## src/rtl/odrep_pkg.sv

```systemverilog
package odrep_pkg;
  localparam int unsigned BLVL_W = 2;

  typedef enum logic [1:0] {
    ST_IDLE   = 2'd0,
    ST_A_LEAD = 2'd1,
    ST_B_LEAD = 2'd2,
    ST_B_HOLD = 2'd3
  } rep_state_e;

  typedef struct packed {
    logic hard;
    logic any_low;
  } b_sense_t;
endpackage

```

## src/rtl/odrep_bsense.sv

```systemverilog
module odrep_bsense
  import odrep_pkg::*;
(
  input  logic [BLVL_W-1:0] b_lvl_i,
  output b_sense_t          sense_o
);
  // msb marks an external hard low; lsb the buffer-level plateau
  always_comb begin
    sense_o.hard    = b_lvl_i[BLVL_W-1];
    sense_o.any_low = |b_lvl_i;
  end
endmodule

```

## src/rtl/odrep_fsm.sv

```systemverilog
module odrep_fsm
  import odrep_pkg::*;
(
  input  rep_state_e st_i,
  input  logic       en_i,
  input  logic       a_high_i,
  input  b_sense_t   bs_i,
  output rep_state_e st_o
);
  always_comb begin
    st_o = st_i;
    if (!en_i) begin
      st_o = ST_IDLE;
    end else begin
      unique case (st_i)
        ST_IDLE: begin
          if (!a_high_i)          st_o = ST_A_LEAD;  // A wins a tie
          else if (bs_i.any_low)  st_o = ST_B_LEAD;  // first fall: any low
        end
        ST_A_LEAD: begin
          if (a_high_i) st_o = bs_i.hard ? ST_B_LEAD : ST_IDLE;
        end
        ST_B_LEAD: begin
          if (!bs_i.hard) st_o = ST_B_HOLD;          // later lows need hard
        end
        ST_B_HOLD: begin
          if (a_high_i) st_o = ST_IDLE;
        end
        default: st_o = ST_IDLE;
      endcase
    end
  end
endmodule

```

## src/rtl/odrep_drvdec.sv

```systemverilog
module odrep_drvdec
  import odrep_pkg::*;
(
  input  rep_state_e st_i,
  output logic       a_pull_o,
  output logic       b_pull_o
);
  always_comb begin
    a_pull_o = (st_i == ST_B_LEAD);
    b_pull_o = (st_i == ST_A_LEAD) || (st_i == ST_B_HOLD);
  end
endmodule

```

## src/rtl/odrep_channel.sv

```systemverilog
module odrep_channel
  import odrep_pkg::*;
(
  input  logic              clk_i,
  input  logic              rst_ni,
  input  logic              link_en_i,
  input  logic              a_in_i,
  input  logic [BLVL_W-1:0] b_lvl_i,
  output logic              a_drv_o,
  output logic              b_drv_o
);
  rep_state_e st_q, st_d;
  b_sense_t   bs;
  logic       a_pull_d, b_pull_d;

  odrep_bsense u_bsense (
    .b_lvl_i (b_lvl_i),
    .sense_o (bs)
  );

  odrep_fsm u_fsm (
    .st_i     (st_q),
    .en_i     (link_en_i),
    .a_high_i (a_in_i),
    .bs_i     (bs),
    .st_o     (st_d)
  );

  odrep_drvdec u_dec (
    .st_i     (st_d),
    .a_pull_o (a_pull_d),
    .b_pull_o (b_pull_d)
  );

  always_ff @(posedge clk_i or negedge rst_ni) begin
    if (!rst_ni) begin
      st_q    <= ST_IDLE;
      a_drv_o <= 1'b0;
      b_drv_o <= 1'b0;
    end else begin
      st_q    <= st_d;
      a_drv_o <= a_pull_d;
      b_drv_o <= b_pull_d;
    end
  end
endmodule

```

## config.mk

```make
export PLATFORM = sky130hd
export DESIGN_NAME = odrep_channel
export DESIGN_NICKNAME = d
export VERILOG_FILES = /design/src/rtl/odrep_pkg.sv /design/src/rtl/odrep_bsense.sv /design/src/rtl/odrep_fsm.sv /design/src/rtl/odrep_drvdec.sv /design/src/rtl/odrep_channel.sv
export SDC_FILE = /design/constraint.sdc
export NUM_CORES = 1
export LEC_CHECK = 0
export CORE_AREA = 2 2 39 41
export CTS_CLUSTER_DIAMETER = 200
export DETAILED_ROUTE_END_ITERATION = 7
export DIE_AREA = 0 0 41 43
export GPL_TIMING_DRIVEN = 0
export HOLD_SLACK_MARGIN = 0.12
export PLACE_DENSITY_LB_ADDON = 0.15
export SETUP_SLACK_MARGIN = 0.1
export SLEW_MARGIN = 10
export SYNTH_ARGS = -nofsm -noshare
export SYNTH_HDL_FRONTEND = slang
export SYNTH_HIERARCHICAL = 1
export SYNTH_SLANG_ARGS = --single-unit
```

## constraint.sdc

```tcl
create_clock -name clk_i -period 3 [get_ports clk_i]
set_input_delay 0.45 -clock clk_i [delete_from_list [all_inputs] [get_ports clk_i]]
set_output_delay 0.45 -clock clk_i [all_outputs]
set_load 0.01 [all_outputs]
```

* Word level (Yosys, flattened, before mapping) *
Cells that the tools add are included.

storage, ports and cells
  input port bits = 6
  word-level logic and storage cells = 20
  output and inout bits = 2
  register bits after elaboration = 4

operators by class
  reduce and logical (&&, ||, !) cells = 3
  muxes and demuxes = 8
  equal/unequal tests = 6

operator list
  cell                  number
  $mux W2               7
  $eq A2 B2 Y1 const B  4
  $pmux W2 S4           1
  $eq A2 B1 Y1 const B  2
  $logic_not A2 Y1      1
  $reduce_or A2 Y1      1
  $logic_or A1 B1 Y1    1

* Longest topological paths before layout *
Gate-level depths: netlist (run 1).

  word-level depth = 7
  mapped depth = 4

* Hierarchy *
Netlist (run 1), hierarchy kept.

by module, submodules not included
  module         times used  cells each  area an instance (um^2)
  odrep_channel  1           4           100.1
  odrep_fsm      1           8           63.8
  odrep_bsense   1           2           13.8
  odrep_drvdec   1           2           10.0

* Worst setup path before layout (run 1) *
Ideal clock, no wire load.

  path kind = input to register
  start point = input port b_lvl_i[1]
  end point = register a_drv_o
  arrival time = 1,004 ps
  setup time = 127 ps
  data required time = 2,873 ps
  stages on the path = 4
  path slack = 1,870 ps
  path buffers = 1
  path through = buf_4 -> and3b_1 -> a211oi_2 -> nor2b_1

between the ends
  cells in the longest elaborated chain, start to end = 6

ends and longest elaborated chain
  item                    RTL line             RTL
  start: declaration      odrep_channel.sv:8   input logic [BLVL_W-1:0] b_lvl_i,
  $reduce_or A2 Y1        odrep_bsense.sv:10   sense_o.any_low = |b_lvl_i;
  $mux W2                 odrep_fsm.sv:18      else if (bs_i.any_low) st_o = ST_B_LEAD;
  $mux W2                 odrep_fsm.sv:17      if (!a_high_i) st_o = ST_A_LEAD;
  $pmux W2 S4 *           odrep_fsm.sv:15      unique case (st_i)
  $mux W2 *               odrep_fsm.sv:12      if (!en_i) begin
  via st_d[0]             odrep_channel.sv:12  rep_state_e st_q, st_d;
  $eq A2 B2 Y1 *          odrep_drvdec.sv:9    a_pull_o = (st_i == ST_B_LEAD);
  via a_pull_d            odrep_channel.sv:14  logic a_pull_d, b_pull_d;
  end signal: assignment  odrep_channel.sv:42  a_drv_o <= a_pull_d;
  end: declaration        odrep_channel.sv:9   output logic a_drv_o,

The timed path passes the listed nets; every way through them passes the cells marked *.

* Worst setup path after layout (run 1) *
  start point = register a_drv_o
  end point = output port a_drv_o

No word-level cell between the ends.

==> results of run 1 <==
## sequential cells by signal, indices dropped and copies added (netlist names)
register and flops:
b_drv_o 1, st_q 2, a_drv_o 1
## layout make-up
class	count	area share (%)
buffer	2	3.75
timing repair buffer	7	23.3
clock buffer	3	7.50
multi-input combinational	9	24.2
inverter	1	1.25
sequential	4	33.3
tap	16	6.67
## path summary, 6_finish.rpt
kind / slack, ns / cells after the start / startpoint / to
worst max-delay path: 1.46 / 1 / a_drv_o / a_drv_o
worst min-delay path: 0.42 / 1 / rst_ni / a_drv_o
worst max register to register: 1.94 / 3 / st_q[0] / a_drv_o
worst min register to register: 0.62 / 2 / st_q[1] / st_q[0]
max in group asynchronous: 2.42 / 1 / rst_ni / b_drv_o
min in group clk_i: 0.62 / 2 / st_q[1] / st_q[0]
## report_power, final
group          internal (mW)  total, mW  switching, mW  leakage [nW]
Sequential            0.0589     0.0617        0.00285        0.0519
Clock                 0.0447     0.0653         0.0206        0.0138
Combinational         0.0165     0.0255        0.00898        0.0625
## kinds of logic after synthesis
kind of cell	share of synthesized area, %
AND/OR/NAND/NOR	23.3
AO/OA/AOI/OAI	15.3
buffers and inverters	8.00
flip-flops	53.3
## per-layer routing
| layer | track usage [%] | share of wire [%] | vias to the layer above |
|---|---|---|---|
| li1 | - | - | 74 |
| met1 | 7.54 | 49 | 64 |
| met2 | 7.19 | 42 | 6 |
| met3 | 1.57 | 9.5 | 0 |
| met4 | 6.00 | 0 | 0 |
| met5 | 0 | 0 | - |
## per-stage QoR
step	std cells	cell area, sq um
after detailed placement	39	278
after global placement	39	278
after CTS	42	300
after global routing	42	300
after floorplan	16	188
final	42	300
==> results.txt, run 1 <==
In the synthesized netlist the dominant register cell turns out to be dfrtp_1. The worst max-slew margin expressed relative to the limit is 82.2%. The critical path in this run is classified as reg2out. Averaged over all synthesized cells, the footprint is 11.7 sq um.

The detailed-route DRC error count is 0. The share of Yosys cell area claimed by the top area cell type came out at 53.3%. The number of levels in the clock H-tree is 1. The worst setup path is launched from a flop. The number of buffer and inverter instances along the worst setup path is 1. The placeable core area came out at about 1400 sq um. The number of nets in the final layout came out at 34. Yosys attributes the largest share of cell area to dfrtp_1, a211oi_2, a21bo_2, and3b_1, nand4b_1.

Walking the worst path, the cells encountered are clkdlybuf4s50_1. The first-pass GRT wire length is around 640 um. Summing internal, switching and leakage power gives 153 uW. In the final routed layout, each cell accounts on average for 8.79 um. The sequential fraction of the synthesis area is around 53%.

The netlist area before placement came out at ~190 sq um. The total setup buffers inserted after CTS is 0. Across the VDD grid, the largest voltage drop is around 190 uV.

The reported leakage power is between 0.1 and 0.15 nW. Using the TritonRoute via totals, the vias-per-cell ratio works out to between 3 and 4. The gate count after technology mapping came out at 16. The floorplan has 14 rows.

The TritonCTS clock tree is done. The estimated wirelength of the detail-placed design came out at between 200 and 300 um. The wire length reported by the detailed router is 369 um. The largest single stage delay on the critical path is 0.54 ns.

The number of global-route vias before repair came out at ~150. For this design, the sink count on the clock tree is 4. The run finished with clean final reports. The overall via count from detail_route is 144.

The number of max-slew violations in the final report came out at 0. The count of boundary I/O pins is 8. The hold violation total from the final report is 0. From synthesis to final layout, the design area changed by 60.0%.

The time the worst path needs with I/O delays and setup came out at 1.54 ns. The number of synthesized flops with an enable pin is 0. The data arrival time of the critical path is 1.09 ns. The sequential cell area is ~100 sq um.

Summed over all instances, the cell type with the most area after synthesis is dfrtp_1. Setup repair after global routing left no endpoint under its margin. Buffers inserted during clock tree synthesis total 3.

The detailed-router iteration count before antenna repair is 1. The final standard cell utilization of the core came out at ~22%. The largest net degree at the start of global routing came out at 6. The total power density per cell area came out at between 500 and 600 nW/um^2. Among all cell types in the netlist, the one instantiated most often is dfrtp_1.

The global route total overflow came out at 0. In the layout the commonest cells are clkdlybuf4s50_1, dfrtp_1, clkbuf_4. Grouping stages by cell kind, the critical path spends the most delay in buffers and inverters.

The number of warning messages in the yosys log is 6. The area of combinational cells with multiple inputs is 72.6 sq um. The largest individual stage delay along the critical path comes from the cell clkdlybuf4s50_1. The net count after synthesis is 22. The repair_antennas step left the layout with diodes totalling 0. The count of antenna-violating nets left after detailed routing came out at 0. The share of the clock period used by the worst path is between 50 and 60%.

The initial antenna violation count came out at 0. Routability-driven placement finished with a final weighted congestion of 0.513. The async set-reset flop share out of synthesis is 100%. The required time reported for the critical path endpoint came out at 2.55 ns. The total negative slack is 0 ns. The die outline area is 1760 sq um.

STA classifies the critical path endpoint as an output port. In this run the deepest clock path goes through 2 buffers. Leaving out fill and tap cells, the most frequent cell in the layout is clkdlybuf4s50_1.

The worst setup slack after placement is 1.35 ns. The fill cell total of the finished layout came out at between 100 and 150. The path class of the tightest hold or removal check is in2async. The transition at the pin with the smallest max-transition slack came out at 0.266 ns. Of the cells placed in the final design, the portion with a size suffix greater than 1 is a little under a quarter. After clock tree synthesis, the clock-pin slew on the worst setup and hold paths is about 0.040 ns. The post-route clock skew came out at between 0.0008 and 0.0009 ns. After clock tree synthesis, the repair step resized 0 gates. The count of final setup violators is 0. The number of hold buffers added after CTS is 0.

The root buffer cell chosen for the clock tree is clkbuf_4. The minimum hold slack came out at between 0.4 and 0.5 ns. The later-pin clock latency in the skew report came out at ~0.23 ns. The effective utilization at floorplan came out at a little over an eighth. The height of the die came out at 43 um. From left edge to right edge, the die measures roughly 41 um.

The total routing usage reported by global routing is under 10%. Synthesis inferred 4 register bits. The maximum clock frequency came out at 0.648 GHz. The max-cap check violation count is 0. The number of distinct library cell variants in the gate-level netlist after synthesis came out at 13. The number of input and output port buffers inserted came out at 7. Across all setup checks in the final design, the least slack found is about 1.5 ns. Of all nets on the critical path, the largest fanout is 1. The violation count after the first detailed-route iteration came out at 0.
Power figures use the tool's default switching activity.
==> inputs of run 2 (changes only) <==
==> constraint.sdc (replaced) <==
create_clock -name clk_i -period 1.35 [get_ports clk_i]
set_input_delay 0.2025 -clock clk_i [delete_from_list [all_inputs] [get_ports clk_i]]
set_output_delay 0.2025 -clock clk_i [all_outputs]
set_load 0.01 [all_outputs]
==> results.txt, run 2 (synthesis gave the netlist of run 1 again) <==
The die outline area came out at 1760 sq um (unchanged). Top library cells by usage in the layout, fill and taps aside: clkdlybuf4s50_1, dfrtp_1, clkbuf_4 (unchanged). The later-pin clock latency in the skew report came out at 0.23 ns (about the same). The global-route layer with the greatest usage is met1 (unchanged).

The estimated wirelength of the detail-placed design came to 283 um (unchanged). The maximum clock frequency is ~0.86 GHz. The global route total overflow came out at 0 (unchanged). The most frequent standard cell in the layout excluding fill and tap cells was clkdlybuf4s50_1 (unchanged). The violation count after the first detailed-route iteration came out at 0 (unchanged). The first-pass GRT wire length came out at 641 um (unchanged). The share of the clock period used by the worst path came out at 86.1%.

The width of the die came out at 41 um (unchanged). The placeable core area came out at 1380 sq um (unchanged). The beginning of the worst register-to-register path is st_q[0] (unchanged).

The peak supply drop is 430 uV (was 194 uV). The count of antenna-violating nets left after detailed routing came out at 0 (unchanged). The fill cell total of the finished layout came out at 145 (was 143). The number of flip-flops in the largest register is 2 (unchanged). The met2 demand-to-capacity share in global routing is 7.19% (unchanged). The critical path class is in2reg (was reg2out). The startpoint type of the worst setup path was an input port (was flop). The global placer's final weighted congestion is 0.513 (unchanged). The data arrival time of the critical path is 1.27 ns (was 1.09 ns). The total routing usage reported by global routing is 5.86% (unchanged).

The largest register by flop count is st_q (unchanged). The largest net degree at the start of global routing is 6 (unchanged). The total power density per cell area is 1120 nW/um^2 (was 508 nW/um^2).

The detailed-router iteration count before antenna repair came out at 1 (unchanged). The clock-pin transition on the worst setup and hold timing paths came to 0.04 ns (about the same). The routed length per placed instance is 8.76 um (was 8.79 um). The reported leakage power is 0.135 nW (was 0.128 nW). The post-route non-filler standard cell count is 42 (unchanged). The worst max-slew margin expressed relative to the limit came out at 82.2% (about the same).

The count of boundary I/O pins is 8 (unchanged). The count of final setup violators was 0 (unchanged). The post-route clock skew is 0.000867 ns (was 0.000853 ns). The number of buffers added by the clock tree synthesis step is 3 (unchanged). The number of global-route vias before repair is 147 (unchanged). The number of hold buffers added after CTS came out at 0 (unchanged).

The classification of the worst-slack hold path is in2async (unchanged). The total negative slack came to 0 ns (unchanged). The total setup buffers inserted after CTS is 0 (unchanged). Largest registers in the final layout: st_q: 2 flops, a_drv_o: 1 flops, b_drv_o: 1 flops (unchanged). The post-layout instance area is 298 sq um (was 300 sq um). The root buffer selected by CTS was clkbuf_4 (unchanged). Unrepaired setup endpoints after global routing: no (unchanged). The transition at the pin with the smallest max-transition slack came to 0.266 ns (about the same). The number of max-slew violations in the final report is 0 (unchanged). The met3 demand-to-capacity share in global routing is 1.57% (unchanged). The overall via count from detail_route came to 144 (unchanged).

The fraction of layout instances using a drive strength above 1 is 23.1% (unchanged). The critical path launch point is b_lvl_i[1] (was a_drv_o). The initial antenna violation count came out at 0 (unchanged). The placed instance area came out at 278 sq um (unchanged). The number of nets in the final layout came to 34 (unchanged). The met1 layer usage reported by global route came out at 7.54% (unchanged). The worst setup margin came out at 0.188 ns (was 1.46 ns). The number of input and output port buffers inserted is 7 (unchanged). The detailed-route DRC error count is 0 (unchanged). The buffer levels on the longest clock path is 2 (unchanged). The clock sink total came to 4 (unchanged). The count of cells resized by post-cts repair is 2 (was 0).

The required time reported for the critical path endpoint came to 1.46 ns (was 2.55 ns). The number of levels in the clock H-tree was 1 (unchanged). The highest net fanout along the worst path came out at 3 (was 1).

The worst setup slack after placement is -0.0572 ns (was 1.35 ns). The height of the die is 43 um (unchanged). The antenna diode count is 0 (unchanged).

The time the worst path needs with I/O delays and setup came out at about 1.2 ns. The area added between synthesis and finish is 58.7% (was 60.0%). The wire length reported by the detailed router is 368 um (was 369 um). Status: finished, final reports clean (unchanged).

The count of placed standard cells including taps came out at 39 (unchanged). The max-cap check violation count is 0 (unchanged). The TritonCTS clock tree was done (unchanged). The floorplan row count came out at 14 (unchanged). The power consumption came out at 335 uW (was 153 uW).

The via density per instance came out at 3.43 (unchanged). The hold violation total from the final report came out at 0 (unchanged). The endpoint class of the critical path is a flop (was output port).

The effective utilization at floorplan is 13.6% (unchanged).
run 2: cell count changes in the layout (fill, tap and decap cells not counted), sizes merged:
cell / change
clkdlybuf4s50: -2
dlygate4sd2: +2
run 2: worst max-delay path, cell delays in order:
cell             delay, ns
clkdlybuf4s50_1       0.41
buf_4                 0.14
and3b_1               0.16
a211oi_2              0.28
nor2b_1               0.08
run 2: path summary, 6_finish.rpt:
kind,end,depth (start not counted),slack [ns]
worst max-delay path,a_drv_o,5,0.19
worst min-delay path,a_drv_o,1,0.17
worst max register to register,a_drv_o,3,0.29
worst min register to register,st_q[0],2,0.62
max in group asynchronous,b_drv_o,1,1.02
min in group clk_i,st_q[0],3,0.56
run 2: per-stage QoR:
| stage | hold WS, ns | utilization [%] |
|---|---|---|
| final | 0.169 | 21.5 |
| after global routing | 0.167 | 21.5 |
| after CTS | 0.163 | 21.5 |
| after detailed placement | 0.414 | 20.1 |
| after global placement | 0.416 | 20.1 |
| after floorplan | -0.0931 | - |
run 2: area by class of cell:
type,instances,area (sq um),share of cell area [%]
Tap cell,16,20.0,6.72
Sequential cell,4,100,33.6
Clock buffer,3,22.5,7.56
Timing Repair Buffer,7,67.6,22.7
Buffer,2,11.3,3.78
Inverter,1,3.75,1.26
Multi-Input combinational cell,9,72.6,24.4
run 2: where the power goes:
part	switching, mW	internal [mW]
Sequential	0.00612	0.131
Combinational	0.0199	0.0331
Clock	0.0458	0.0992
Total	0.0718	0.263
run 2: per-layer routing:
| layer | routed length [um] | vias to the layer above |
|---|---|---|
| met5 | 0 | - |
| met4 | 0 | 0 |
| met3 | 34 | 0 |
| met2 | 153 | 6 |
| met1 | 180 | 64 |
| li1 | - | 74 |
